File: src/rtl/lpm_pkg.sv
package lpm_pkg;
  localparam int LANE_W = 24;
  localparam int BUS_W  = 36;

  typedef enum logic [3:0] {
    SEL_ZERO, SEL_MAP0, SEL_MAP1, SEL_PACK, SEL_CONST,
    SEL_LFSR24, SEL_CNT24, SEL_ROT24, SEL_TOG, SEL_SHIFT,
    SEL_MIX32, SEL_ROT8, SEL_CNT8
  } laneSelE;

  typedef struct packed {
    laneSelE             sel;
    logic [LANE_W-1:0]   constWord;
  } laneCtrlT;
endpackage

File: src/rtl/lpm_ctrl.sv
module lpm_ctrl
  import lpm_pkg::*;
#(
  parameter logic [LANE_W-1:0] FORCE_WORD = 24'h123456
) (
  input  logic [7:0] mode,
  input  logic       forceConst,
  output laneCtrlT   ctrl
);
  always_comb begin
    ctrl.sel       = SEL_ZERO;
    ctrl.constWord = '0;
    if (forceConst) begin
      ctrl.sel       = SEL_CONST;
      ctrl.constWord = FORCE_WORD;
    end else begin
      case (mode)
        8'h00: ctrl.sel = SEL_MAP0;
        8'h01: ctrl.sel = SEL_MAP1;
        8'hF0: ctrl.sel = SEL_PACK;
        8'hF1: begin ctrl.sel = SEL_CONST; ctrl.constWord = 24'h111111; end
        8'hF2: begin ctrl.sel = SEL_CONST; ctrl.constWord = 24'h222222; end
        8'hF3: ctrl.sel = SEL_LFSR24;
        8'hF4: ctrl.sel = SEL_ROT24;
        8'hF5: ctrl.sel = SEL_TOG;
        8'hF6: ctrl.sel = SEL_CNT24;
        8'hF7: ctrl.sel = SEL_SHIFT;
        8'hF8: ctrl.sel = SEL_MIX32;
        8'hF9: ctrl.sel = SEL_ROT8;
        8'hFA: ctrl.sel = SEL_CNT8;
        8'hFB: begin ctrl.sel = SEL_CONST; ctrl.constWord = 24'h555555; end
        8'hFC: begin ctrl.sel = SEL_CONST; ctrl.constWord = 24'hAAAAAA; end
        8'hFD: begin ctrl.sel = SEL_CONST; ctrl.constWord = 24'hA5A5A5; end
        8'hFE: begin ctrl.sel = SEL_CONST; ctrl.constWord = 24'hFFFFFF; end
        8'hFF: begin ctrl.sel = SEL_CONST; ctrl.constWord = 24'h000000; end
        default: ctrl.sel = SEL_ZERO;
      endcase
    end
  end
endmodule

File: src/rtl/lpm_datapath.sv
module lpm_datapath
  import lpm_pkg::*;
#(
  parameter logic [23:0] LFSR24_SEED = 24'h000001,
  parameter logic [31:0] LFSR32_SEED = 32'h00000001,
  parameter int          NUM_LANES   = 3
) (
  input  logic              clk,
  input  logic              rst,
  input  laneCtrlT          ctrl,
  input  logic [BUS_W-1:0]  busA,
  input  logic [BUS_W-1:0]  busB,
  output logic [LANE_W-1:0] laneOut [NUM_LANES]
);
  localparam int HALF_W = LANE_W / 2;
  localparam int BYTES  = LANE_W / 8;

  logic [23:0] lfsr24State;
  logic [31:0] lfsr32State;
  logic [23:0] cnt24State;
  logic [23:0] rot24State;
  logic [23:0] togState;
  logic [23:0] shiftState;
  logic [7:0]  rot8State;
  logic        pastValid;

  logic        fb24;
  logic        fb32;
  assign fb24 = lfsr24State[23] ^ lfsr24State[22] ^ lfsr24State[21] ^ lfsr24State[16];
  assign fb32 = lfsr32State[31] ^ lfsr32State[21] ^ lfsr32State[1] ^ lfsr32State[0];

  always_ff @(posedge clk) begin
    if (rst) begin
      lfsr24State <= LFSR24_SEED;
      lfsr32State <= LFSR32_SEED;
      cnt24State  <= '0;
      rot24State  <= 24'h000001;
      togState    <= 24'h555555;
      shiftState  <= '0;
      rot8State   <= 8'h01;
      pastValid   <= 1'b0;
    end else begin
      lfsr24State <= {lfsr24State[22:0], fb24};
      lfsr32State <= {lfsr32State[30:0], fb32};
      cnt24State  <= cnt24State + 24'd1;
      rot24State  <= {rot24State[22:0], rot24State[23]};
      togState    <= ~togState;
      shiftState  <= {shiftState[22:0], ~shiftState[23]};
      rot8State   <= {rot8State[6:0], rot8State[7]};
      pastValid   <= 1'b1;
    end
  end

  logic [LANE_W-1:0] laneD [NUM_LANES];

  always_comb begin
    for (int i = 0; i < NUM_LANES; i++) laneD[i] = '0;
    case (ctrl.sel)
      SEL_MAP0: begin
        laneD[0] = busA[LANE_W-1:0];
        laneD[1] = busB[LANE_W-1:0];
        laneD[2] = busA[LANE_W-1:0];
      end
      SEL_MAP1: begin
        laneD[0] = busB[LANE_W-1:0];
        laneD[1] = busA[LANE_W-1:0];
        laneD[2] = busB[LANE_W-1:0];
      end
      SEL_PACK: begin
        laneD[0] = busA[LANE_W-1:0];
        laneD[1] = {busB[HALF_W-1:0], busA[BUS_W-1:LANE_W]};
        laneD[2] = busB[BUS_W-1:HALF_W];
      end
      SEL_MIX32: begin
        laneD[0] = lfsr32State[23:0];
        laneD[1] = {lfsr32State[11:0], 4'h5, lfsr32State[31:24]};
        laneD[2] = {4'hA, lfsr32State[31:12]};
      end
      default: begin
        for (int i = 0; i < NUM_LANES; i++) begin
          case (ctrl.sel)
            SEL_CONST:  laneD[i] = ctrl.constWord;
            SEL_LFSR24: laneD[i] = lfsr24State;
            SEL_CNT24:  laneD[i] = cnt24State;
            SEL_ROT24:  laneD[i] = rot24State;
            SEL_TOG:    laneD[i] = togState;
            SEL_SHIFT:  laneD[i] = shiftState;
            SEL_ROT8:   laneD[i] = {BYTES{rot8State}};
            SEL_CNT8:   laneD[i] = {BYTES{cnt24State[7:0]}};
            default:    laneD[i] = '0;
          endcase
        end
      end
    endcase
  end

  for (genvar g = 0; g < NUM_LANES; g++) begin : gLane
    always_ff @(posedge clk) begin
      if (rst) laneOut[g] <= '0;
      else     laneOut[g] <= laneD[g];
    end
  end


  lfsr_nonzero_chk: assert property (@(posedge clk) disable iff (rst)
    lfsr24State != '0);

  cnt_step_chk: assert property (@(posedge clk) disable iff (rst)
    pastValid |-> cnt24State == 24'($past(cnt24State) + 24'd1));

  rot_onehot_chk: assert property (@(posedge clk) disable iff (rst)
    $countones(rot24State) == 1);

  rot8_onehot_chk: assert property (@(posedge clk) disable iff (rst)
    $countones(rot8State) == 1);

  const_out_chk: assert property (@(posedge clk) disable iff (rst)
    ctrl.sel == SEL_CONST |=> laneOut[0] == $past(ctrl.constWord)
                              && laneOut[1] == laneOut[0] && laneOut[2] == laneOut[0]);

  map0_out_chk: assert property (@(posedge clk) disable iff (rst)
    ctrl.sel == SEL_MAP0 |=> laneOut[1] == $past(busB[LANE_W-1:0]));

  zero_out_chk: assert property (@(posedge clk) disable iff (rst)
    ctrl.sel == SEL_ZERO |=> laneOut[0] == '0 && laneOut[1] == '0 && laneOut[2] == '0);
endmodule

File: src/rtl/lpm_top.sv
module lpm_top
  import lpm_pkg::*;
#(
  parameter logic [23:0] FORCE_WORD  = 24'h123456,
  parameter logic [23:0] LFSR24_SEED = 24'h000001,
  parameter logic [31:0] LFSR32_SEED = 32'h00000001
) (
  input  logic        clk,
  input  logic        rst,
  input  logic [7:0]  mode,
  input  logic        forceConst,
  input  logic [35:0] busA,
  input  logic [35:0] busB,
  output logic [23:0] lane0,
  output logic [23:0] lane1,
  output logic [23:0] lane2
);
  laneCtrlT    ctrl;
  logic [23:0] laneOut [3];

  lpm_ctrl #(.FORCE_WORD(FORCE_WORD)) uCtrl (
    .mode(mode), .forceConst(forceConst), .ctrl(ctrl)
  );

  lpm_datapath #(
    .LFSR24_SEED(LFSR24_SEED), .LFSR32_SEED(LFSR32_SEED), .NUM_LANES(3)
  ) uDp (
    .clk(clk), .rst(rst), .ctrl(ctrl), .busA(busA), .busB(busB), .laneOut(laneOut)
  );

  assign lane0 = laneOut[0];
  assign lane1 = laneOut[1];
  assign lane2 = laneOut[2];
endmodule

File: config.mk
export PLATFORM = sky130hd
export DESIGN_NAME = lpm_top
export DESIGN_NICKNAME = d
export VERILOG_FILES = /design/src/rtl/lpm_pkg.sv /design/src/rtl/lpm_ctrl.sv /design/src/rtl/lpm_datapath.sv /design/src/rtl/lpm_top.sv
export SDC_FILE = /design/constraint.sdc
export NUM_CORES = 1
export LEC_CHECK = 0
export BUFFER_PORTS_ARGS = -buffer_cell sky130_fd_sc_hd__buf_2
export CORE_MARGIN = 8
export CORE_UTILIZATION = 50
export CTS_CLUSTER_SIZE = 16
export DETAILED_ROUTE_END_ITERATION = 16
export PLACE_DENSITY = 0.69
export SLEW_MARGIN = 20
export SYNTH_ARGS = -nofsm -noshare
export SYNTH_HDL_FRONTEND = slang
export SYNTH_HIERARCHICAL = 1
export SYNTH_SLANG_ARGS = --single-unit
export TNS_END_PERCENT = 100
File: constraint.sdc
create_clock -name clk -period 9.1 [get_ports clk]
set_input_delay 2.73 -clock clk [delete_from_list [all_inputs] [get_ports clk]]
set_output_delay 2.73 -clock clk [all_outputs]
set_load 0.02 [all_outputs]
======== Yosys cells after proc, flatten, opt, wreduce, memory -nomap -nowiden ========
Cells that the tools add are included.
operators by class
  reduce and logical (&&, ||, !) cells .... 2
  bitwise logic cells ..................... 8
  add/sub/neg operators ................... 1
  multiplexer cells ....................... 5
  eq/ne operators ......................... 29
operator list
  cell                                                  number
  case mux 72 bit (4 select lines)                      1
  case mux 24 bit (8 select lines)                      1
  case mux 24 bit (6 select lines)                      1
  equality test 8 bit (second input constant)           16
  case mux 4 bit (12 select lines)                      1
  two-way mux 28 bit                                    1
  adder 24 x 1 -> 24 bit (second input constant)        1
  inverter 24 bit                                       1
  equality test 4 bit (second input constant)           5
  equality test 4 x 3 -> 1 bit (second input constant)  4
  equality test 4 x 2 -> 1 bit (second input constant)  2
  equality test 8 x 1 -> 1 bit (second input constant)  1
  zero test 8 bit                                       1
  OR reduction 7 bit                                    1
  bitwise XOR 1 bit                                     6
  equality test 4 x 1 -> 1 bit (second input constant)  1
  inverter 1 bit                                        1
storage, ports and cells
  output and inout bits ................... 72
  flip-flop bits (word level) ............. 232
  word-level logic and storage cells ...... 55
  input bits .............................. 83

======== Longest topological paths before layout ========
  word-level depth ........................ 7
  depth in mapped cells ................... 14
  mapped depth without buffers ............ 7

======== Modules after synthesis ========
The synthesis kept the hierarchy.
modules (own cells, without submodules)
  module        cells each  seq. area each (um^2)  area each (um^2)  times used
  lpm_datapath  1,027       4,644.5                9,803.2           1
  lpm_ctrl      70          0.0                    510.5             1

======== Worst setup path after synthesis ========
OpenSTA, ideal clock, no wires.
  path kind ............................... input -> register
  start ................................... input port mode[1]
  end ..................................... register uDp/laneOut[11] (netlist bit)
  setup time .............................. 0.137 ns
  setup slack ............................. 4.156 ns
  path buffers ............................ 6
  arrival time ............................ 4.807 ns
  data required time ...................... 8.963 ns
  stages on the path ...................... 13
  cells stage by stage .................... buf_6 buf_2 o21bai_1 o311ai_0 a21oi_1 clkbuf_2 buf_4 buf_2 buf_2 mux2i_1 nor2_1 nor4_1 a31oi_1
RTL lines
  item                            line                 text
  start: declaration              lpm_top.sv:10        input logic [7:0] mode,
  end signal: indexed assignment  lpm_datapath.sv:100  else laneOut[g] <= laneD[g];
  end: declaration                lpm_datapath.sv:13   output logic [LANE_W-1:0] laneOut [NUM_LANES]

==> qor.yml <==
status:
  outcome: "finished, final reports clean"
power_and_ir_drop:
  switchingPower_w: 0.000504
  p_comb_frac: 0.065
  p_sw_frac: 0.230
  ir_drop_v: 0.000127
  finalPower_w: 0.00219
  power.leakage_nw: 4.25
  seqPwrFrac: 0.481
  internal_power_w: 0.00168
  p_per_area_nw_per_um2: 185
  clock_power_share: 0.454
clocking:
  cts_tree: "done"
  cts-root-buf: "clkbuf_16"
  ctsLongestPathBuffers: 3
  cts_setup_buffers: 0
  numCtsBuffers: 25
  cts_resized: 0
  clock-sinks: 232
  postCtsHoldBufs: 0
  clkLatencyLatePin_ns: 0.51
  clkTransAtPathRegs_ns: 0.06
  htree_num_levels: 1
timing:
  rsz0062_at_grt: "false"
  maxSlewViolCount: 0
  fmax_mhz: 173
  finalSetupViolations: 0
  final.setup.tns_ns: 0
  tightest_slew_ns: 1.19
  clock_skew_ns: 0.00961
  hold_viol: 0
  relSlewSlack: 0.201
  min_period_ns: 5.79
  min_period_over_period: 0.636
worst_setup_path:
  rrSetupSlack_ns: 6.83
  crit_path_end_kind: "flop"
  cp-start-kind: "input pin"
  cp_data_required_time_ns: 9.44
  worstSetupPathType: "input pin to flop"
  critPathMaxFanout: 136
  cp_data_arrival_time_ns: 6.12
floorplan:
  die_y_microns: 160
  io_pins: 155
  initial_core_util: 0.510
  dieArea_sq_um: 25500
  rows: 52
  coreArea_sq_um: 20200
  die_w_microns: 160
synthesis:
  ys_ff_latch: 232
  netlist.area_leader.share: 0.450
  synth_edf_count: 0
  ys_top_cells_by_area: "dfxtp_1 (45%), nor2b_1 (6.5%), mux2i_1 (5.1%)"
  synth.most_common_cell: "dfxtp_1"
  synth.largest_area_cell: "dfxtp_1"
  synth_nets: 1181
  async_flop_share: 0
  synth_area_per_cell_sq_um: 9.40
  synth-main-ff-cell: "dfxtp_1"
  synthCells: 1097
  yosysUniqueCellTypes: 70
  ys_warn_count: 6
  syn-cell-area_sq_um: 10300
  synth_common_cells: "dfxtp_1 (232), nor2b_1 (107), a21oi_1 (98)"
  yosysSeqAreaShare: 0.450
global_route:
  grt_pass1_vias: 8559
  grt_pass1_wl_microns: 50300
  antenna_found_initial: 0
  grtUsageTotal: 0.242
  grt_max_degree: 137
  grt.overflow.total: 0
route:
  vias: 8910
  dr.pass1.iters: 7
  drc: 0
  drt-initial-drc-count: 994
  finalWirelength_microns: 32200
  via_per_inst: 6.10
  routedWlPerCell_microns: 22.1
  ant_nets: 0
flow_run:
  timing.max_cap.violations: 0
min_path:
  holdCritPathClass: "flop to flop"
final_layout:
  fillers: 1825
  final_cells: 1460
  drive_above_1_share: 0.207
  final_cell_area_sq_um: 11800
  syn2layout_area_growth_pct: 14.4
  num-nets-final: 1257
  antenna_cells: 0
place:
  placedInstanceArea_sq_um: 11000
  place_inst: 1416
  dp_hpwl_microns: 22200
  place.gp.congestion: 0.874
  io_buffers: 154
## sequential cells by signal, summed over array words and instances (netlist names)
signal and flops:
uDp/cnt24State 24, uDp/laneOut 72, uDp/lfsr24State 24, uDp/lfsr32State 32, uDp/rot24State 24, uDp/rot8State 8
uDp/shiftState 24, uDp/togState 24
## stage by stage
step,util,hold WS (ns),setup WS (ns)
after floorplan,-,0.370,4.16
after global routing,0.583,0.408,3.13
after global placement,0.543,0.378,2.92
final,0.583,0.393,3.31
after CTS,0.583,0.395,3.43
after detailed placement,0.543,0.381,2.91
## worst max-delay path, stage by stage
cell and delay [ns]:
buf_2 0.24, inv_1 0.16, o311ai_0 0.64, a21oi_4 0.12, buf_12 0.25, and4b_1 0.45, a22o_1 0.31, nor4_1 0.88
a21oi_1 0.17
## metal layers
layer | track usage | wire length (microns) | vias up
met5 | 0 | 0 | -
li1 | - | - | 4126
met1 | 0.326 | 13800 | 4240
met3 | 0.0512 | 2990 | 74
met4 | 0.0875 | 1150 | 0
met2 | 0.377 | 14300 | 470
## power by group through the flow
stage	logic [W]	clock network [W]	registers, W
finish	0.000142	0.000994	0.00105
global route	0.000152	0.00105	0.00105
CTS	0.000141	0.00101	0.00105
detailed placement	0.000140	0	0.00107
global placement	0.000140	0	0.00107
floorplan	0.0000766	0	0.00108
## kinds of logic after synthesis
| logic type | share of synthesized area |
|---|---|
| AND/OR/NAND/NOR | 0.239 |
| AO/OA/AOI/OAI | 0.169 |
| flip-flops | 0.450 |
| buffers and inverters | 0.0556 |
| multiplexers | 0.0671 |
| XOR/XNOR | 0.0178 |
| adder cells (fa/ha/maj) | 0.00121 |
## path summary, 6_finish.rpt
| kind | startpoint | to | depth (start not counted) |
|---|---|---|---|
| max | mode[0] | uDp/laneOut[40] | 9 |
| min | uDp/togState[2] | uDp/togState[2] | 1 |
| max reg2reg | uDp/cnt24State[4] | uDp/laneOut[68] | 4 |
| min reg2reg | uDp/togState[2] | uDp/togState[2] | 1 |
## cells in the final DEF, fill, tap and decap left out, drive strengths merged, types with 15 or more instances in the layout
cell / synthesis / routed
dfxtp: 232 / 232
buf: 45 / 161
nor2b: 107 / 107
a21oi: 98 / 98
nand3b: 64 / 64
nor2: 58 / 58
mux2i: 53 / 53
clkbuf: 67 / 36
nand2: 30 / 30
nand2b: 27 / 27
a22oi: 26 / 26
a22o: 24 / 24
nor4: 23 / 23
nor3: 17 / 17
a31oi: 16 / 16
nand3: 15 / 15
o22ai: 15 / 15
## area by class of cell
| type | count | area (sq um) | area share |
|---|---|---|---|
| sequential | 232 | 4640 | 0.394 |
| tap | 270 | 338 | 0.0286 |
| inverter | 11 | 41.3 | 0.00350 |
| timing repair buffer | 161 | 842 | 0.0714 |
| clock buffer | 36 | 707 | 0.0599 |
| multi-input combinational | 742 | 5130 | 0.435 |
| clock inverter | 8 | 92.6 | 0.00785 |
No activity file was read; power rests on OpenSTA's default activity.
